===== src/rtl/amox_pkg.sv =====
package amox_pkg;

  typedef enum logic [2:0] {
    ST_IDLE  = 3'd0,
    ST_FAULT = 3'd1,
    ST_READ  = 3'd2,
    ST_WRITE = 3'd3,
    ST_WACK  = 3'd4
  } amox_state_e;

  typedef struct packed {
    logic acq;
    logic rel;
    logic tagchk;
  } amox_attr_t;

  typedef struct packed {
    logic illegal;
    logic stack;
    logic align;
  } amox_flt_t;

endpackage


===== src/rtl/amox_decode.sv =====
module amox_decode
  import amox_pkg::*;
#(
  parameter int ADDR_W       = 64,
  parameter int IDX_W        = 5,
  parameter int SP_ALIGN_LG2 = 4
) (
  input  logic              feat_en,
  input  logic [IDX_W-1:0]  base_idx,
  input  logic [ADDR_W-1:0] base_val,
  input  logic [ADDR_W-1:0] sp_val,
  input  logic [IDX_W-1:0]  dst_idx,
  input  logic              acq_flag,
  input  logic              rel_flag,
  output logic [ADDR_W-1:0] eff_addr,
  output amox_attr_t        attr,
  output amox_flt_t         flt
);

  localparam logic [IDX_W-1:0] ZR_IDX = '1;

  logic use_sp;

  always_comb begin
    use_sp   = (base_idx == ZR_IDX);
    eff_addr = use_sp ? sp_val : base_val;
    // fault priority: illegal, then stack alignment, then halfword alignment
    flt = '0;
    if (!feat_en)
      flt.illegal = 1'b1;
    else if (use_sp && (sp_val[SP_ALIGN_LG2-1:0] != '0))
      flt.stack = 1'b1;
    else if (eff_addr[0])
      flt.align = 1'b1;
    attr.acq    = acq_flag && (dst_idx != ZR_IDX);
    attr.rel    = rel_flag;
    attr.tagchk = !use_sp;
  end

endmodule


===== src/rtl/amox_datapath.sv =====
module amox_datapath #(
  parameter int MEM_DW = 32,
  parameter int HSEL_W = $clog2(MEM_DW / 16)
) (
  input  logic                clk,
  input  logic                rst_n,
  input  logic                cap_en,
  input  logic [HSEL_W-1:0]   hsel,
  input  logic [MEM_DW-1:0]   rdata,
  input  logic [15:0]         operand,
  output logic [15:0]         old_hw,
  output logic [MEM_DW-1:0]   wdata,
  output logic [MEM_DW/8-1:0] be
);

  localparam int NHW = MEM_DW / 16;

  logic [15:0] rd_hw;
  logic [15:0] old_q;
  logic [15:0] old_d;
  logic [15:0] new_hw;

  always_comb begin
    rd_hw  = rdata[{hsel, 4'b0000} +: 16];
    old_d  = cap_en ? rd_hw : old_q;
    new_hw = old_q ^ operand;
  end

  always_ff @(posedge clk or negedge rst_n) begin
    if (!rst_n) old_q <= '0;
    else        old_q <= old_d;
  end

  for (genvar g = 0; g < NHW; g++) begin : g_lane
    assign wdata[g*16 +: 16] = new_hw;
    assign be[g*2 +: 2]      = {2{hsel == HSEL_W'(g)}};
  end

  assign old_hw = old_q;

endmodule


===== src/rtl/amox_fsm.sv =====
module amox_fsm
  import amox_pkg::*;
(
  input  logic        clk,
  input  logic        rst_n,
  input  logic        accept,
  input  logic        req_flt,
  input  logic        acq,
  input  logic        rvalid,
  input  logic        wack,
  output amox_state_e state,
  output logic        fin,
  output logic        cap_en
);

  amox_state_e nxt;

  always_comb begin
    nxt    = state;
    fin    = 1'b0;
    cap_en = 1'b0;
    unique case (state)
      ST_IDLE:  if (accept) nxt = req_flt ? ST_FAULT : ST_READ;
      ST_FAULT: begin
        fin = 1'b1;
        nxt = ST_IDLE;
      end
      ST_READ:  if (rvalid) begin
        cap_en = 1'b1;
        nxt    = ST_WRITE;
      end
      ST_WRITE: begin
        fin = !acq;
        nxt = ST_WACK;
      end
      ST_WACK:  if (wack) begin
        fin = acq;
        nxt = ST_IDLE;
      end
      default:  nxt = ST_IDLE;
    endcase
  end

  always_ff @(posedge clk or negedge rst_n) begin
    if (!rst_n) state <= ST_IDLE;
    else        state <= nxt;
  end

endmodule


===== src/rtl/amo_xorh_unit.sv =====
module amo_xorh_unit
  import amox_pkg::*;
#(
  parameter int ADDR_W       = 64,
  parameter int IDX_W        = 5,
  parameter int MEM_DW       = 32,
  parameter int RF_W         = 32,
  parameter int SP_ALIGN_LG2 = 4,
  parameter int BYTE_LG2     = $clog2(MEM_DW / 8),
  parameter int HSEL_W       = $clog2(MEM_DW / 16)
) (
  input  logic                   clk,
  input  logic                   rst_n,
  input  logic                   atomics_en,
  input  logic                   req_valid,
  output logic                   req_ready,
  input  logic [IDX_W-1:0]       req_base_idx,
  input  logic [ADDR_W-1:0]      req_base_val,
  input  logic [ADDR_W-1:0]      req_sp_val,
  input  logic [15:0]            req_operand,
  input  logic [IDX_W-1:0]       req_dst_idx,
  input  logic                   req_acquire,
  input  logic                   req_release,
  output logic                   mem_req,
  output logic                   mem_we,
  output logic                   mem_lock,
  output logic [ADDR_W-BYTE_LG2-1:0] mem_addr,
  output logic [MEM_DW-1:0]      mem_wdata,
  output logic [MEM_DW/8-1:0]    mem_be,
  output logic                   mem_acq,
  output logic                   mem_rel,
  output logic                   mem_tagchk,
  input  logic                   mem_rvalid,
  input  logic [MEM_DW-1:0]      mem_rdata,
  input  logic                   mem_wack,
  output logic                   done,
  output logic                   rf_we,
  output logic [IDX_W-1:0]       rf_idx,
  output logic [RF_W-1:0]        rf_data,
  output logic                   flt_illegal,
  output logic                   flt_stack,
  output logic                   flt_align
);

  localparam logic [IDX_W-1:0] ZR_IDX = '1;

  logic [ADDR_W-1:0] dec_addr;
  amox_attr_t        dec_attr;
  amox_flt_t         dec_flt;
  amox_state_e       state;
  logic              fin;
  logic              cap_en;
  logic              accept;
  logic [15:0]       old_hw;

  logic [ADDR_W-1:1] addr_q;
  logic [15:0]       opnd_q;
  logic [IDX_W-1:0]  dst_q;
  amox_attr_t        attr_q;
  amox_flt_t         flt_q;
  logic              done_q;
  logic              rf_we_q;
  amox_flt_t         flt_out_q;

  amox_decode #(
    .ADDR_W(ADDR_W), .IDX_W(IDX_W), .SP_ALIGN_LG2(SP_ALIGN_LG2)
  ) u_decode (
    .feat_en (atomics_en),
    .base_idx(req_base_idx),
    .base_val(req_base_val),
    .sp_val  (req_sp_val),
    .dst_idx (req_dst_idx),
    .acq_flag(req_acquire),
    .rel_flag(req_release),
    .eff_addr(dec_addr),
    .attr    (dec_attr),
    .flt     (dec_flt)
  );

  amox_fsm u_fsm (
    .clk    (clk),
    .rst_n  (rst_n),
    .accept (accept),
    .req_flt(|dec_flt),
    .acq    (attr_q.acq),
    .rvalid (mem_rvalid),
    .wack   (mem_wack),
    .state  (state),
    .fin    (fin),
    .cap_en (cap_en)
  );

  amox_datapath #(.MEM_DW(MEM_DW), .HSEL_W(HSEL_W)) u_dp (
    .clk    (clk),
    .rst_n  (rst_n),
    .cap_en (cap_en),
    .hsel   (addr_q[HSEL_W:1]),
    .rdata  (mem_rdata),
    .operand(opnd_q),
    .old_hw (old_hw),
    .wdata  (mem_wdata),
    .be     (mem_be)
  );

  assign req_ready = (state == ST_IDLE);
  assign accept    = req_valid && req_ready;

  // request capture, enabled on acceptance
  always_ff @(posedge clk or negedge rst_n) begin
    if (!rst_n) begin
      addr_q <= '0;
      opnd_q <= '0;
      dst_q  <= '0;
      attr_q <= '0;
      flt_q  <= '0;
    end else if (accept) begin
      addr_q <= dec_addr[ADDR_W-1:1];
      opnd_q <= req_operand;
      dst_q  <= req_dst_idx;
      attr_q <= dec_attr;
      flt_q  <= dec_flt;
    end
  end

  // completion outputs
  always_ff @(posedge clk or negedge rst_n) begin
    if (!rst_n) begin
      done_q    <= 1'b0;
      rf_we_q   <= 1'b0;
      flt_out_q <= '0;
    end else begin
      done_q    <= fin;
      rf_we_q   <= fin && !(|flt_q) && (dst_q != ZR_IDX);
      flt_out_q <= fin ? flt_q : '0;
    end
  end

  assign mem_req    = (state == ST_READ) || (state == ST_WRITE);
  assign mem_we     = (state == ST_WRITE);
  assign mem_lock   = mem_req || (state == ST_WACK);
  assign mem_addr   = addr_q[ADDR_W-1:BYTE_LG2];
  assign mem_acq    = attr_q.acq;
  assign mem_rel    = attr_q.rel;
  assign mem_tagchk = attr_q.tagchk;

  assign done        = done_q;
  assign rf_we       = rf_we_q;
  assign rf_idx      = dst_q;
  assign rf_data     = {{(RF_W-16){1'b0}}, old_hw};
  assign flt_illegal = flt_out_q.illegal;
  assign flt_stack   = flt_out_q.stack;
  assign flt_align   = flt_out_q.align;

  a_r8_req_inside_lock: assert property (@(posedge clk) disable iff (!rst_n)
    mem_req |-> mem_lock);

  a_r8_locked_not_ready: assert property (@(posedge clk) disable iff (!rst_n)
    mem_lock |-> !req_ready);

  a_r9_done_single: assert property (@(posedge clk) disable iff (!rst_n)
    done |=> !done);

  a_r3_no_discard_write: assert property (@(posedge clk) disable iff (!rst_n)
    rf_we |-> (rf_idx != ZR_IDX));

  a_r6_fault_with_done: assert property (@(posedge clk) disable iff (!rst_n)
    (flt_illegal || flt_stack || flt_align) |-> (done && !rf_we));

  a_r9_acq_after_ack: assert property (@(posedge clk) disable iff (!rst_n)
    (done && mem_acq && !flt_illegal && !flt_stack && !flt_align) |-> $past(mem_wack));

  a_r7_write_aligned: assert property (@(posedge clk) disable iff (!rst_n)
    (mem_req && mem_we) |-> (|mem_be));

endmodule


===== config.mk =====
export PLATFORM = sky130hd
export DESIGN_NAME = amo_xorh_unit
export DESIGN_NICKNAME = d
export VERILOG_FILES = /design/src/rtl/amox_pkg.sv /design/src/rtl/amox_decode.sv /design/src/rtl/amox_datapath.sv /design/src/rtl/amox_fsm.sv /design/src/rtl/amo_xorh_unit.sv
export SDC_FILE = /design/constraint.sdc
export NUM_CORES = 1
export LEC_CHECK = 0
export BUFFER_PORTS_ARGS = -buffer_cell sky130_fd_sc_hd__buf_4
export CORE_MARGIN = 1
export CORE_UTILIZATION = 25
export CTS_CLUSTER_DIAMETER = 100
export DETAILED_ROUTE_END_ITERATION = 10
export GPL_TIMING_DRIVEN = 1
export HOLD_SLACK_MARGIN = 0.03
export SYNTH_ARGS = -nofsm -noshare
export SYNTH_HDL_FRONTEND = slang
export SYNTH_HIERARCHICAL = 1
export SYNTH_SLANG_ARGS = --single-unit

===== constraint.sdc =====
create_clock -name clk -period 2.9 [get_ports clk]
set_input_delay 0.58 -clock clk [delete_from_list [all_inputs] [get_ports clk]]
set_output_delay 0.58 -clock clk [all_outputs]
set_load 0.05 [all_outputs]

==> out/results.ini <==
[worst_setup_path]
timing.rr.end = rf_we
worstPathMaxFanout = 8
crit_required_ps = 2320
crit_path_start_kind = flip-flop
worstSetupPathType = reg -> out
critPathCaptureType = output port
r2r_setup_slack_ps = 990
reg2regPathDepth = 4
reg2reg_from = u_fsm/state[2]
cp.arrival_ps = 1570

[global_route]
gr-usage-all-layers_pct = 12.6
grt_overflow = 0
grt_max_degree = 47
grt_pass1_wl_mm = 26.9
antenna_found_initial = 0
first_global_vias = 4731

[timing]
worst_clock_skew_ps = 9.39
slew_headroom_pct = 57.7
period_needed_ps = 2150
worst_pin_slew_ps = 634
slew_violations = 0
rsz0062_at_grt = no
final_hold_viol_count = 0
final-setup-viol-count = 0
clock.fmax_mhz = 466
finalCritPeriodShare_pct = 74.0
tns_ps = 0

[clock_tree]
cts.hold.buffers_added = 0
numCtsBuffers = 17
cts_sinks = 114
cts_tree = built
cts_max_level = 4
clk_path_buf_depth = 2
ctsResizeCount = 0
cts_root_buf = clkbuf_16
cts.clk_slew.worst_paths_ps = 60
post_cts_buffers = 0
worstSkewPairLatency_ps = 410

[yosys]
syn_area_um2 = 6720
ys_warn_count = 6
synth_area_per_cell_um2 = 13.8
synth_cells = 488

[route]
drc_errors = 38
viasPerCell = 3.99
vias = 4336
drtIter0Drc = 147
routed_wl_mm = 17.1
ant_nets = 0
routedWlPerCell_um = 15.7
drtPass1Iterations = 7

[floorplan]
rows = 59
ios = 341
start_util_pct = 25.7
dieArea_um2 = 27600
die_h_um = 166
die_w_um = 166
core_area_um2 = 26200

[place]
numPortBuffers = 324
post-dp-hpwl_mm = 12.9
gp_congestion = 0.773

[layout]
syn_to_final_growth_pct = 39.3
layout-drive-gt1-share_pct = 70.3
layout.nets = 932
area.sequential_um2 = 2850
fillCellCount = 2621
multiInputGateArea_um2 = 2910

[hold_path]
min_path_type = in -> async

[outcome]
violations = design-rule violations
outcome = finished with violations

[run]
cap_violations = 0

-- worst max-delay path: stages (launching register included) --
cell and delay [ps]:
dfrtp_1 520, and2b_2 280, a21o_2 180, buf_4 180
-- worst max-delay path by stage --
stage | end | slack, ps | start | depth (start not counted)
floorplan | mem_wdata[16] | 500 | u_dp/old_hw[0] | 2
global placement | u_fsm/state[0] | 620 | req_base_idx[4] | 7
detailed placement | u_fsm/state[1] | 590 | req_base_idx[4] | 7
CTS | mem_lock | 730 | u_fsm/state[2] | 3
global route | mem_lock | 700 | u_fsm/state[2] | 3
finish | mem_lock | 750 | u_fsm/state[2] | 3
-- sequential cells by signal (all words and copies together), names as in the netlist --
| register | cells |
|---|---|
| mem_acq | 1 |
| rf_we | 1 |
| flt_stack | 1 |
| flt_illegal | 1 |
| addr_q | 63 |
| rf_idx | 5 |
| u_dp/old_hw | 16 |
| flt_align | 1 |
| done | 1 |
| mem_rel | 1 |
| mem_tagchk | 1 |
| flt_q | 3 |
| u_fsm/state | 3 |
| opnd_q | 16 |
-- area by class of cell --
class | instances | share of cell area [%]
antenna | 1 | 0.0267
clock inverter | 12 | 1.42
timing repair buffer | 336 | 27.6
sequential | 114 | 30.5
clock buffer | 20 | 4.88
tap | 335 | 4.48
multi-input combinational | 266 | 31.0
inverter | 3 | 0.120
-- cell usage in the layout, fill, tap and decap left out, drive strengths merged --
cell type  instances
nand3              2
or3                1
buf              336
and3               3
xor2              16
nor3b              1
conb              16
clkinvlp           3
clkbuf            20
mux2             153
a32o               1
bufinv             2
mux2i             16
clkinv             6
or4b               1
a21boi             1
and2               4
inv                4
nand2              3
a21oi             16
a21o               1
and2b              1
a22o               1
nor4               1
nor2b              2
dfrtp            114
nor2              18
nor3               3
a31oi              1
nor4b              1
o21a               2
diode              1
nand3b             1
-- routing by layer --
metal	part of all wire [%]	vias up	GRT usage, %
li1	-	2066	-
met1	40	2088	14.7
met2	52	166	22.2
met3	6.6	16	3.62
met4	1.4	0	4.31
met5	0	-	0
-- per-stage QoR --
step                      instance area (µm²)  std cells  hold WS, ps  util (%)  worst slack (ps)
after global routing                     9360       1086          220      35.7               703
after CTS                                9360       1086          191      35.7               729
after floorplan                          6780        503          284         -               498
after detailed placement                 8770       1054          492      33.5               592
final                                    9370       1087          174      35.7               754
after global placement                   8770       1054          483      33.5               620
Power is not shown: default switching activity piles up to over one toggle a cycle in this logic, so the estimate is an artifact.
